===== src/rtl/pbank_pkg.sv =====
package pbank_pkg;
  // Decoded, registered control for one clock of the bank.
  typedef struct packed {
    logic we;       // preload write request (active high internally)
    logic xfer;     // explicit transfer request
    logic init;     // sampled initialize level
    logic init_d;   // sampled initialize level one cycle earlier
  } pbank_ctl_t;

  localparam int unsigned PB_DEF_ADDR_W    = 4;
  localparam int unsigned PB_DEF_DATA_W    = 12;
  localparam int unsigned PB_DEF_CTRL_ADDR = 7;
  localparam int unsigned PB_DEF_AUTO_BIT  = 11;
  localparam int unsigned PB_DEF_MODE_LSB  = 0;
  localparam int unsigned PB_MODE_W        = 2;
endpackage


===== src/rtl/pbank_in_stage.sv =====
module pbank_in_stage
  import pbank_pkg::*;
#(
  parameter int unsigned ADDR_W = PB_DEF_ADDR_W,
  parameter int unsigned DATA_W = PB_DEF_DATA_W
) (
  input  logic              clk,
  input  logic              rst,
  input  logic              wr_n,
  input  logic [ADDR_W-1:0] wr_addr,
  input  logic [DATA_W-1:0] wr_data,
  input  logic              xfer,
  input  logic              init,
  output pbank_ctl_t        ctl_q,
  output logic [ADDR_W-1:0] addr_q,
  output logic [DATA_W-1:0] data_q
);
  always_ff @(posedge clk) begin
    if (rst) begin
      ctl_q  <= '0;
      addr_q <= '0;
      data_q <= '0;
    end else begin
      ctl_q.we     <= ~wr_n;
      ctl_q.xfer   <= xfer;
      ctl_q.init   <= init;
      ctl_q.init_d <= ctl_q.init;
      addr_q       <= wr_addr;
      data_q       <= wr_data;
    end
  end

  // The delayed init copy must trail the sampled one by exactly one cycle.
  AST_INIT_DELAY: assert property (@(posedge clk) disable iff (rst)
    !$past(rst) |-> ctl_q.init_d == $past(ctl_q.init)) else $error("init delay");
endmodule


===== src/rtl/pbank_preload.sv =====
module pbank_preload #(
  parameter int unsigned ADDR_W = 4,
  parameter int unsigned DATA_W = 12,
  localparam int unsigned NWORDS = 1 << ADDR_W,
  localparam int unsigned FLAT_W = NWORDS * DATA_W
) (
  input  logic              clk,
  input  logic              rst,
  input  logic              we,
  input  logic [ADDR_W-1:0] addr,
  input  logic [DATA_W-1:0] data,
  output logic [FLAT_W-1:0] pre_flat
);
  logic [DATA_W-1:0] mem [NWORDS];

  always_ff @(posedge clk) begin
    if (rst) begin
      for (int i = 0; i < NWORDS; i++) mem[i] <= '0;
    end else if (we) begin
      mem[addr] <= data;
    end
  end

  for (genvar g = 0; g < NWORDS; g++) begin : g_flat
    assign pre_flat[g*DATA_W +: DATA_W] = mem[g];
  end

  AST_NO_WRITE_STABLE: assert property (@(posedge clk) disable iff (rst)
    !we |=> $stable(pre_flat)) else $error("preload changed without write");
  AST_WRITE_LANDS: assert property (@(posedge clk) disable iff (rst)
    we |=> pre_flat[$past(addr)*DATA_W +: DATA_W] == $past(data)) else $error("write lost");
endmodule


===== src/rtl/pbank_working.sv =====
module pbank_working #(
  parameter int unsigned ADDR_W = 4,
  parameter int unsigned DATA_W = 12,
  localparam int unsigned NWORDS = 1 << ADDR_W,
  localparam int unsigned FLAT_W = NWORDS * DATA_W
) (
  input  logic              clk,
  input  logic              rst,
  input  logic              load,
  input  logic [FLAT_W-1:0] pre_flat,
  output logic [FLAT_W-1:0] work_flat
);
  for (genvar g = 0; g < NWORDS; g++) begin : g_word
    logic [DATA_W-1:0] word_q;
    always_ff @(posedge clk) begin
      if (rst)       word_q <= '0;
      else if (load) word_q <= pre_flat[g*DATA_W +: DATA_W];
    end
    assign work_flat[g*DATA_W +: DATA_W] = word_q;
  end

  AST_HOLD_NO_XFER: assert property (@(posedge clk) disable iff (rst)
    !load |=> $stable(work_flat)) else $error("working set drifted");
  AST_XFER_COPY: assert property (@(posedge clk) disable iff (rst)
    load |=> work_flat == $past(pre_flat)) else $error("transfer incomplete");
endmodule


===== src/rtl/param_shadow_bank.sv =====
module param_shadow_bank
  import pbank_pkg::*;
#(
  parameter int unsigned ADDR_W    = PB_DEF_ADDR_W,
  parameter int unsigned DATA_W    = PB_DEF_DATA_W,
  parameter int unsigned CTRL_ADDR = PB_DEF_CTRL_ADDR,
  parameter int unsigned AUTO_BIT  = PB_DEF_AUTO_BIT,
  parameter int unsigned MODE_LSB  = PB_DEF_MODE_LSB,
  localparam int unsigned NWORDS   = 1 << ADDR_W,
  localparam int unsigned FLAT_W   = NWORDS * DATA_W
) (
  input  logic                 clk,
  input  logic                 rst,
  input  logic                 wr_n,
  input  logic [ADDR_W-1:0]    wr_addr,
  input  logic [DATA_W-1:0]    wr_data,
  input  logic                 xfer,
  input  logic                 init,
  output logic [FLAT_W-1:0]    work_o,
  output logic [PB_MODE_W-1:0] mode_o
);
  pbank_ctl_t        ctl_q;
  logic [ADDR_W-1:0] addr_q;
  logic [DATA_W-1:0] data_q;
  logic [FLAT_W-1:0] pre_flat;
  logic [DATA_W-1:0] ctrl_word;
  logic              auto_en;
  logic              init_rise;
  logic              load;

  pbank_in_stage #(.ADDR_W(ADDR_W), .DATA_W(DATA_W)) u_stage (
    .clk(clk), .rst(rst), .wr_n(wr_n), .wr_addr(wr_addr), .wr_data(wr_data),
    .xfer(xfer), .init(init), .ctl_q(ctl_q), .addr_q(addr_q), .data_q(data_q)
  );

  pbank_preload #(.ADDR_W(ADDR_W), .DATA_W(DATA_W)) u_pre (
    .clk(clk), .rst(rst), .we(ctl_q.we), .addr(addr_q), .data(data_q),
    .pre_flat(pre_flat)
  );

  assign ctrl_word = work_o[CTRL_ADDR*DATA_W +: DATA_W];
  assign auto_en   = ctrl_word[AUTO_BIT];
  assign init_rise = ctl_q.init & ~ctl_q.init_d;
  assign load      = ctl_q.xfer | (auto_en & init_rise);

  pbank_working #(.ADDR_W(ADDR_W), .DATA_W(DATA_W)) u_work (
    .clk(clk), .rst(rst), .load(load), .pre_flat(pre_flat), .work_flat(work_o)
  );

  assign mode_o = ctrl_word[MODE_LSB +: PB_MODE_W];

  AST_RESET_CLEAR: assert property (@(posedge clk) disable iff (rst)
    $past(rst) |-> work_o == '0) else $error("reset left working data");
  AST_AUTO_TRIGGERS: assert property (@(posedge clk) disable iff (rst)
    (ctl_q.init && !ctl_q.init_d && auto_en) |=> work_o == $past(pre_flat)) else $error("autoload missed");
  AST_WRITE_NO_LEAK: assert property (@(posedge clk) disable iff (rst)
    (ctl_q.we && !load) |=> $stable(work_o)) else $error("write leaked");
endmodule


===== config.mk =====
export PLATFORM = sky130hd
export DESIGN_NAME = param_shadow_bank
export DESIGN_NICKNAME = d
export VERILOG_FILES = /design/src/rtl/pbank_pkg.sv /design/src/rtl/pbank_in_stage.sv /design/src/rtl/pbank_preload.sv /design/src/rtl/pbank_working.sv /design/src/rtl/param_shadow_bank.sv
export SDC_FILE = /design/constraint.sdc
export NUM_CORES = 1
export LEC_CHECK = 0
export BUFFER_PORTS_ARGS = -buffer_cell sky130_fd_sc_hd__clkbuf_2
export CAP_MARGIN = 20
export CORE_ASPECT_RATIO = 0.7
export CORE_MARGIN = 8
export CORE_UTILIZATION = 40
export CTS_CLUSTER_DIAMETER = 200
export DETAILED_ROUTE_END_ITERATION = 6
export GPL_ROUTABILITY_DRIVEN = 0
export PLACE_DENSITY_LB_ADDON = 0.3
export SYNTH_ARGS = -nofsm -noshare
export SYNTH_HDL_FRONTEND = slang
export SYNTH_SLANG_ARGS = --single-unit

===== constraint.sdc =====
create_clock -name clk -period 2.5 [get_ports clk]
set_input_delay 0.75 -clock clk [delete_from_list [all_inputs] [get_ports clk]]
set_output_delay 0.75 -clock clk [all_outputs]
set_load 0.01 [all_outputs]

==> out/results.ini, run 1 <==
[die]
die_w_um = 257
floorplan.initialDensity = 0.401
dieArea_sq_um = 47600
fp-row-count = 62
core_area_sq_um = 40600
dieHeight_um = 185
ios = 215

[outcome]
outcome = complete, no violations

[critical_path]
start_kind = flip-flop
max_stage_delay_ns = 0.42
r2r-end = u_pre.mem[8][10]$_SDFFCE_PN0P_
critical_path_class = reg -> out
crit_fanout = 3
cpLargestDelayFamily = flip-flops
startpoint = u_work.g_word[7].word_q[11]$_SDFFE_PP0P_
rr_startpoint = u_stage.addr_q[1]$_SDFF_PP0_
end_kind = output port
path_buf_inv = 1
cp_slowest_cell = dfxtp_1
reg2regPathDepth = 3
path_cells = clkbuf_2
rrSetupSlack_ns = 0.76
worstPathRequired_ns = 1.75
cp_data_arrival_time_ns = 1.13

[global_route]
antenna_found_initial = 1
grt_pass1_vias = 9703
grt-ovfl-total = 0
grt_use_total = 0.157
grt_pass1_wl_mm = 58.7
grt_max_degree = 262

[clock_network]
cts_hold_buf = 0
cts.path.max_buffers = 3
cts-root-buf = clkbuf_16
insertion_delay_ns = 0.54
clkTransAtPathRegs_ns = 0.06
cts_tree = built
post_cts_buffers = 0
clock_sinks = 404
cts.repair.resized = 0
cts_max_level = 2
numCtsBuffers = 42

[logic_synthesis]
synthDistinctLibCells = 22
synth_edf_count = 192
yosys.area.top_type = edfxtp_1
syn_area_per_cell_sq_um = 12.3
yosys_warnings = 0
synthArstFlopShare = 0
synth.cell_area_sq_um = 16300
yosysSeqAreaShare = 0.613
synthFlopType = dfxtp_1
synth_cells = 1331
synth_nets = 1352
ys_seq_elements = 404
synth_top_area_share = 0.353
ys_top_cells_by_area = edfxtp_1 (35%), dfxtp_1 (26%), nand2b_1 (15%)

[route]
drc = 0
wirelength_mm = 38.3
ant_nets = 0
vias = 9611
vias_per_cell = 4.57
drt_iter0_drc = 589
dr.pass1.iters = 5
wl_per_cell_um = 18.2

[pwr]
powerDensity_nw_per_um2 = 738
p_total_w = 0.0143
cellLeakagePower_nw = 8.37
peakVddDrop_mv = 0.472

[place]
hpwl_mm = 24.2
dp_worst_setup_slack_ns = 0.157
place_inst = 2023
port_buffers = 214

[hold_path]
whs_path_depth = 2
min_to = u_stage.ctl_q[3]$_SDFF_PP0_
worstHoldPathType = in -> reg
holdCritStartpoint = wr_n

[timing]
period_needed_ns = 1.88
fmax_mhz = 533
finClkSkew_ns = 0.0175
hold_viol = 0
worstMarginPinSlew_ns = 1.15
post-route-period-util = 0.751
setup_tns_ns = 0
setup_viol = 0
rsz0062_at_grt = no
finalMaxSlewViolations = 0
whs_ns = 0.357
worst_slack_ns = 0.622
max_slew_margin = 0.231

[cells_and_area]
n_fill_cell = 3696
multi_input_comb_area_sq_um = 5910
fin_cells = 2102
nNetsFinal = 1545
regArea_sq_um = 10000
area_growth_syn_to_layout_pct = 19.0
drive_gt1_frac = 0.213

[job]
cap_violations = 0

==> registers in the layout (all words and copies together) (netlist names) <==
register and cells:
mode_o 2, u_pre.mem 192, u_stage.addr_q 4, u_stage.ctl_q 4, u_stage.data_q 12, u_work.g_word.word_q 1
work_o 189
==> how the worst max path moves through the flow <==
stage	slack (ns)	depth (start not counted)	to
after floorplan	0.30	4	u_pre.mem[0][0]$_SDFFCE_PN0P_
after global placement	0.18	4	u_pre.mem[8][2]$_SDFFCE_PN0P_
after detailed placement	0.16	4	u_pre.mem[8][6]$_SDFFCE_PN0P_
after CTS	0.57	1	work_o[95]
after global routing	0.58	1	work_o[95]
final	0.62	1	work_o[95]
==> metrics by stage <==
stage	instance area, sq um	util
3_5_place_dp	18000	0.443
6_report	19400	0.478
3_3_place_gp	18000	0.442
4_1_cts	19400	0.477
2_1_floorplan	16300	-
5_1_grt	19400	0.478
==> layout make-up <==
class | count | area share
well taps | 544 | 0.0350
multi-input cells | 828 | 0.304
clock buffers | 70 | 0.0685
inverters | 1 | 0.000193
repair buffers | 247 | 0.0734
clock inverters | 7 | 0.00322
diodes | 1 | 0.000129
flip-flops and latches | 404 | 0.515
==> cell usage in the layout, fill, tap and decap left out, drive strengths merged <==
cell,netlist,layout
a31oi,1,1
and2,192,192
buf,27,33
bufinv,0,1
clkbuf,71,284
clkinv,0,4
clkinvlp,0,1
dfxtp,212,212
diode,0,1
edfxtp,192,192
inv,1,2
mux2i,191,191
nand2,1,1
nand2b,384,384
nand4b,1,1
nand4bb,2,2
nor2,15,15
nor2b,19,19
nor3,4,4
o21a,1,1
or2,16,16
or4b,1,1
==> power breakdown <==
| group | total, W | internal, W | switching [W] |
|---|---|---|---|
| Sequential | 0.00727 | 0.00711 | 0.000162 |
| Combinational | 0.000801 | 0.000360 | 0.000441 |
| Clock | 0.00627 | 0.00373 | 0.00254 |
==> Yosys cell counts, drive strengths merged, types with 2 or more instances <==
cell	n
or2	16
nand4bb	2
nor2b	19
nor2	15
nand2b	384
clkbuf	71
mux2i	191
dfxtp	212
edfxtp	192
buf	27
and2	192
nor3	4
==> metal layers <==
metal	share of wire	track usage	wire length, um
met2	0.47	0.264	18200
met4	0.016	0.0357	618
met3	0.048	0.0342	1860
met5	0	0	0
met1	0.46	0.208	17700
==> cell families after synthesis <==
group                  share of synthesized area
AND/OR/NAND/NOR                            0.243
multiplexers                               0.117
buffers and inverters                     0.0255
AO/OA/AOI/OAI                           0.000844
flip-flops                                 0.613
Note: power is estimated with default switching activity, not from simulation.
==> run 2, diff against run 1 <==
Settings changed: ABC_AREA set to 1.
Clock period 2.5 ns to 1.8 ns, I/O delays scaled along.
==> out/results.ini, run 2 <==
[timing]
setup_viol = 0
rsz0062_at_grt = no
whs_ns = 0.183
fmax_mhz = 594
post-route-period-util = 0.935
worstMarginPinSlew_ns = 0.495
finClkSkew_ns = 0.0206
finalMaxSlewViolations = 0
period_needed_ns = 1.68
max_slew_margin = 0.670
hold_viol = 0

[pwr]
switching_share = 0.237
combPwrFrac = 0.092
p_int_w = 0.0162
p_clk_frac = 0.422
power_frac_seq = 0.486
p_total_w = 0.0212
powerDensity_nw_per_um2 = 1100
cellLeakagePower_nw = 8.91
peakVddDrop_mv = 0.590
switching_power_w = 0.00502

[global_route]
grt_util_met3 = 0.0328
grt_use_total = 0.179
grt-ovfl-total = 0
grt_pass1_vias = 11500
use_met2 = 0.293
grt_max_degree = 107
busiest_layer = met2
grt_pass1_wl_mm = 66.2
antenna_found_initial = 0
use_met1 = 0.243

[route]
wl_per_cell_um = 16.7
vias_per_cell = 4.76
dr.pass1.iters = 5
drt_iter0_drc = 814
ant_nets = 0
vias = 12200
drc = 0
wirelength_mm = 42.7

[logic_synthesis]
synthFlopType = dfxtp_1
yosysSeqAreaShare = 0.629
synthArstFlopShare = 0
ys_seq_elements = 404
synth_top_area_share = 0.362
ys_top_cells_by_area = edfxtp_1 (36%), dfxtp_1 (27%), nor2_1 (9.6%)
synthDistinctLibCells = 17
synth_cells = 1797
synth.cell_area_sq_um = 15900
synth_common_cells = nor2_1 (408), inv_1 (228), nand2_1 (219)
synth_nets = 1818
yosys_warnings = 0
yosys.area.top_type = edfxtp_1
synth_edf_count = 192
syn_area_per_cell_sq_um = 8.85
post-synth-top-count-cell = nor2_1

[critical_path]
path_cells = clkbuf_2
rrSetupSlack_ns = 0.27
start_kind = flip-flop
cp_slowest_cell = dfxtp_1
worstPathRequired_ns = 1.26
cpLargestDelayFamily = flip-flops
path_buf_inv = 1
end_kind = output port
crit_fanout = 3
cp_data_arrival_time_ns = 1.14
max_stage_delay_ns = 0.40
critical_path_class = reg -> out

[cells_and_area]
final_common_cell = nor2_1
top_register = u_pre.mem
area_growth_syn_to_layout_pct = 20.6
nNetsFinal = 2015
mostFrequentLayoutCells = nor2_1 (408), inv_1 (228), nand2_1 (219)
antenna_cells = 0
drive_gt1_frac = 0.178
n_fill_cell = 3777
largest_reg_flops = 192

[die]
floorplan.initialDensity = 0.403
core_area_sq_um = 39500
die_w_um = 254
dieArea_sq_um = 46500
fp-row-count = 61
ios = 215
dieHeight_um = 183

[outcome]
outcome = complete, no violations

[clock_network]
cts-root-buf = clkbuf_16
insertion_delay_ns = 0.55
cts_max_level = 2
clkTransAtPathRegs_ns = 0.06
cts_tree = built
numCtsBuffers = 41
cts.repair.resized = 0
cts_hold_buf = 0
post_cts_buffers = 0
cts.path.max_buffers = 3
clock_sinks = 404

[hold_path]
worstHoldPathType = in -> reg

[place]
port_buffers = 214
hpwl_mm = 27.4

[job]
cap_violations = 0

[run 2: area by class of cell]
type                       count  area [sq um]  area share
sequential                   404         10000       0.521
inverter                     231           880      0.0458
tap                          535           669      0.0349
timing repair buffer         293          1860      0.0971
multi-input combinational   1023          4350       0.227
clock inverter                16           210      0.0110
clock buffer                  60          1210      0.0630
[run 2: kinds of logic after synthesis]
kind of cell	count (synthesis)	share of synthesized area
and+or+nand+nor	830	0.212
DFF	404	0.629
buffers and inverters	370	0.0981
AOI/OAI and AO/OA	193	0.0607
[run 2: metal layers]
metal | share of wire | routed length (um) | vias to the layer above
met5 | 0 | 0 | -
met2 | 0.47 | 20200 | 318
met1 | 0.44 | 19000 | 5723
li1 | - | - | 6078
met4 | 0.020 | 860 | 0
met3 | 0.062 | 2640 | 65
[run 2: final timing paths]
kind,startpoint,to,depth (start not counted)
worst max-delay path,u_work.g_word[7].word_q[11]$_SDFFE_PP0P_,work_o[95],1
worst min-delay path,wr_n,u_stage.ctl_q[3]$_SDFF_PP0_,2
worst max register to register,u_stage.addr_q[3]$_SDFF_PP0_,u_pre.mem[3][9]$_SDFFCE_PN0P_,5
worst min register to register,u_stage.ctl_q[1]$_SDFF_PP0_,u_stage.ctl_q[0]$_SDFF_PP0_,2
[run 2: through the flow]
| step | area (sq um) | std cells | setup WS, ns | TNS, ns | utilization |
|---|---|---|---|---|---|
| 2_1_floorplan | 15900 | 1797 | 0.0556 | 0 | - |
| 3_3_place_gp | 17800 | 2486 | -0.0573 | -2.30 | 0.450 |
| 3_5_place_dp | 17800 | 2486 | -0.0662 | -2.43 | 0.450 |
| 4_1_cts | 19200 | 2562 | 0.0743 | 0 | 0.486 |
| 5_1_grt | 19200 | 2562 | 0.0410 | 0 | 0.486 |
| 6_report | 19200 | 2562 | 0.116 | 0 | 0.486 |
[run 2: power groups by stage]
stage	combinational [W]	clock (W)	sequential [W]
3_5_place_dp	0.00198	0	0.0105
5_1_grt	0.00219	0.00950	0.0103
2_1_floorplan	0.00106	0	0.0106
4_1_cts	0.00199	0.00914	0.0103
3_3_place_gp	0.00194	0	0.0105
6_report	0.00195	0.00893	0.0103
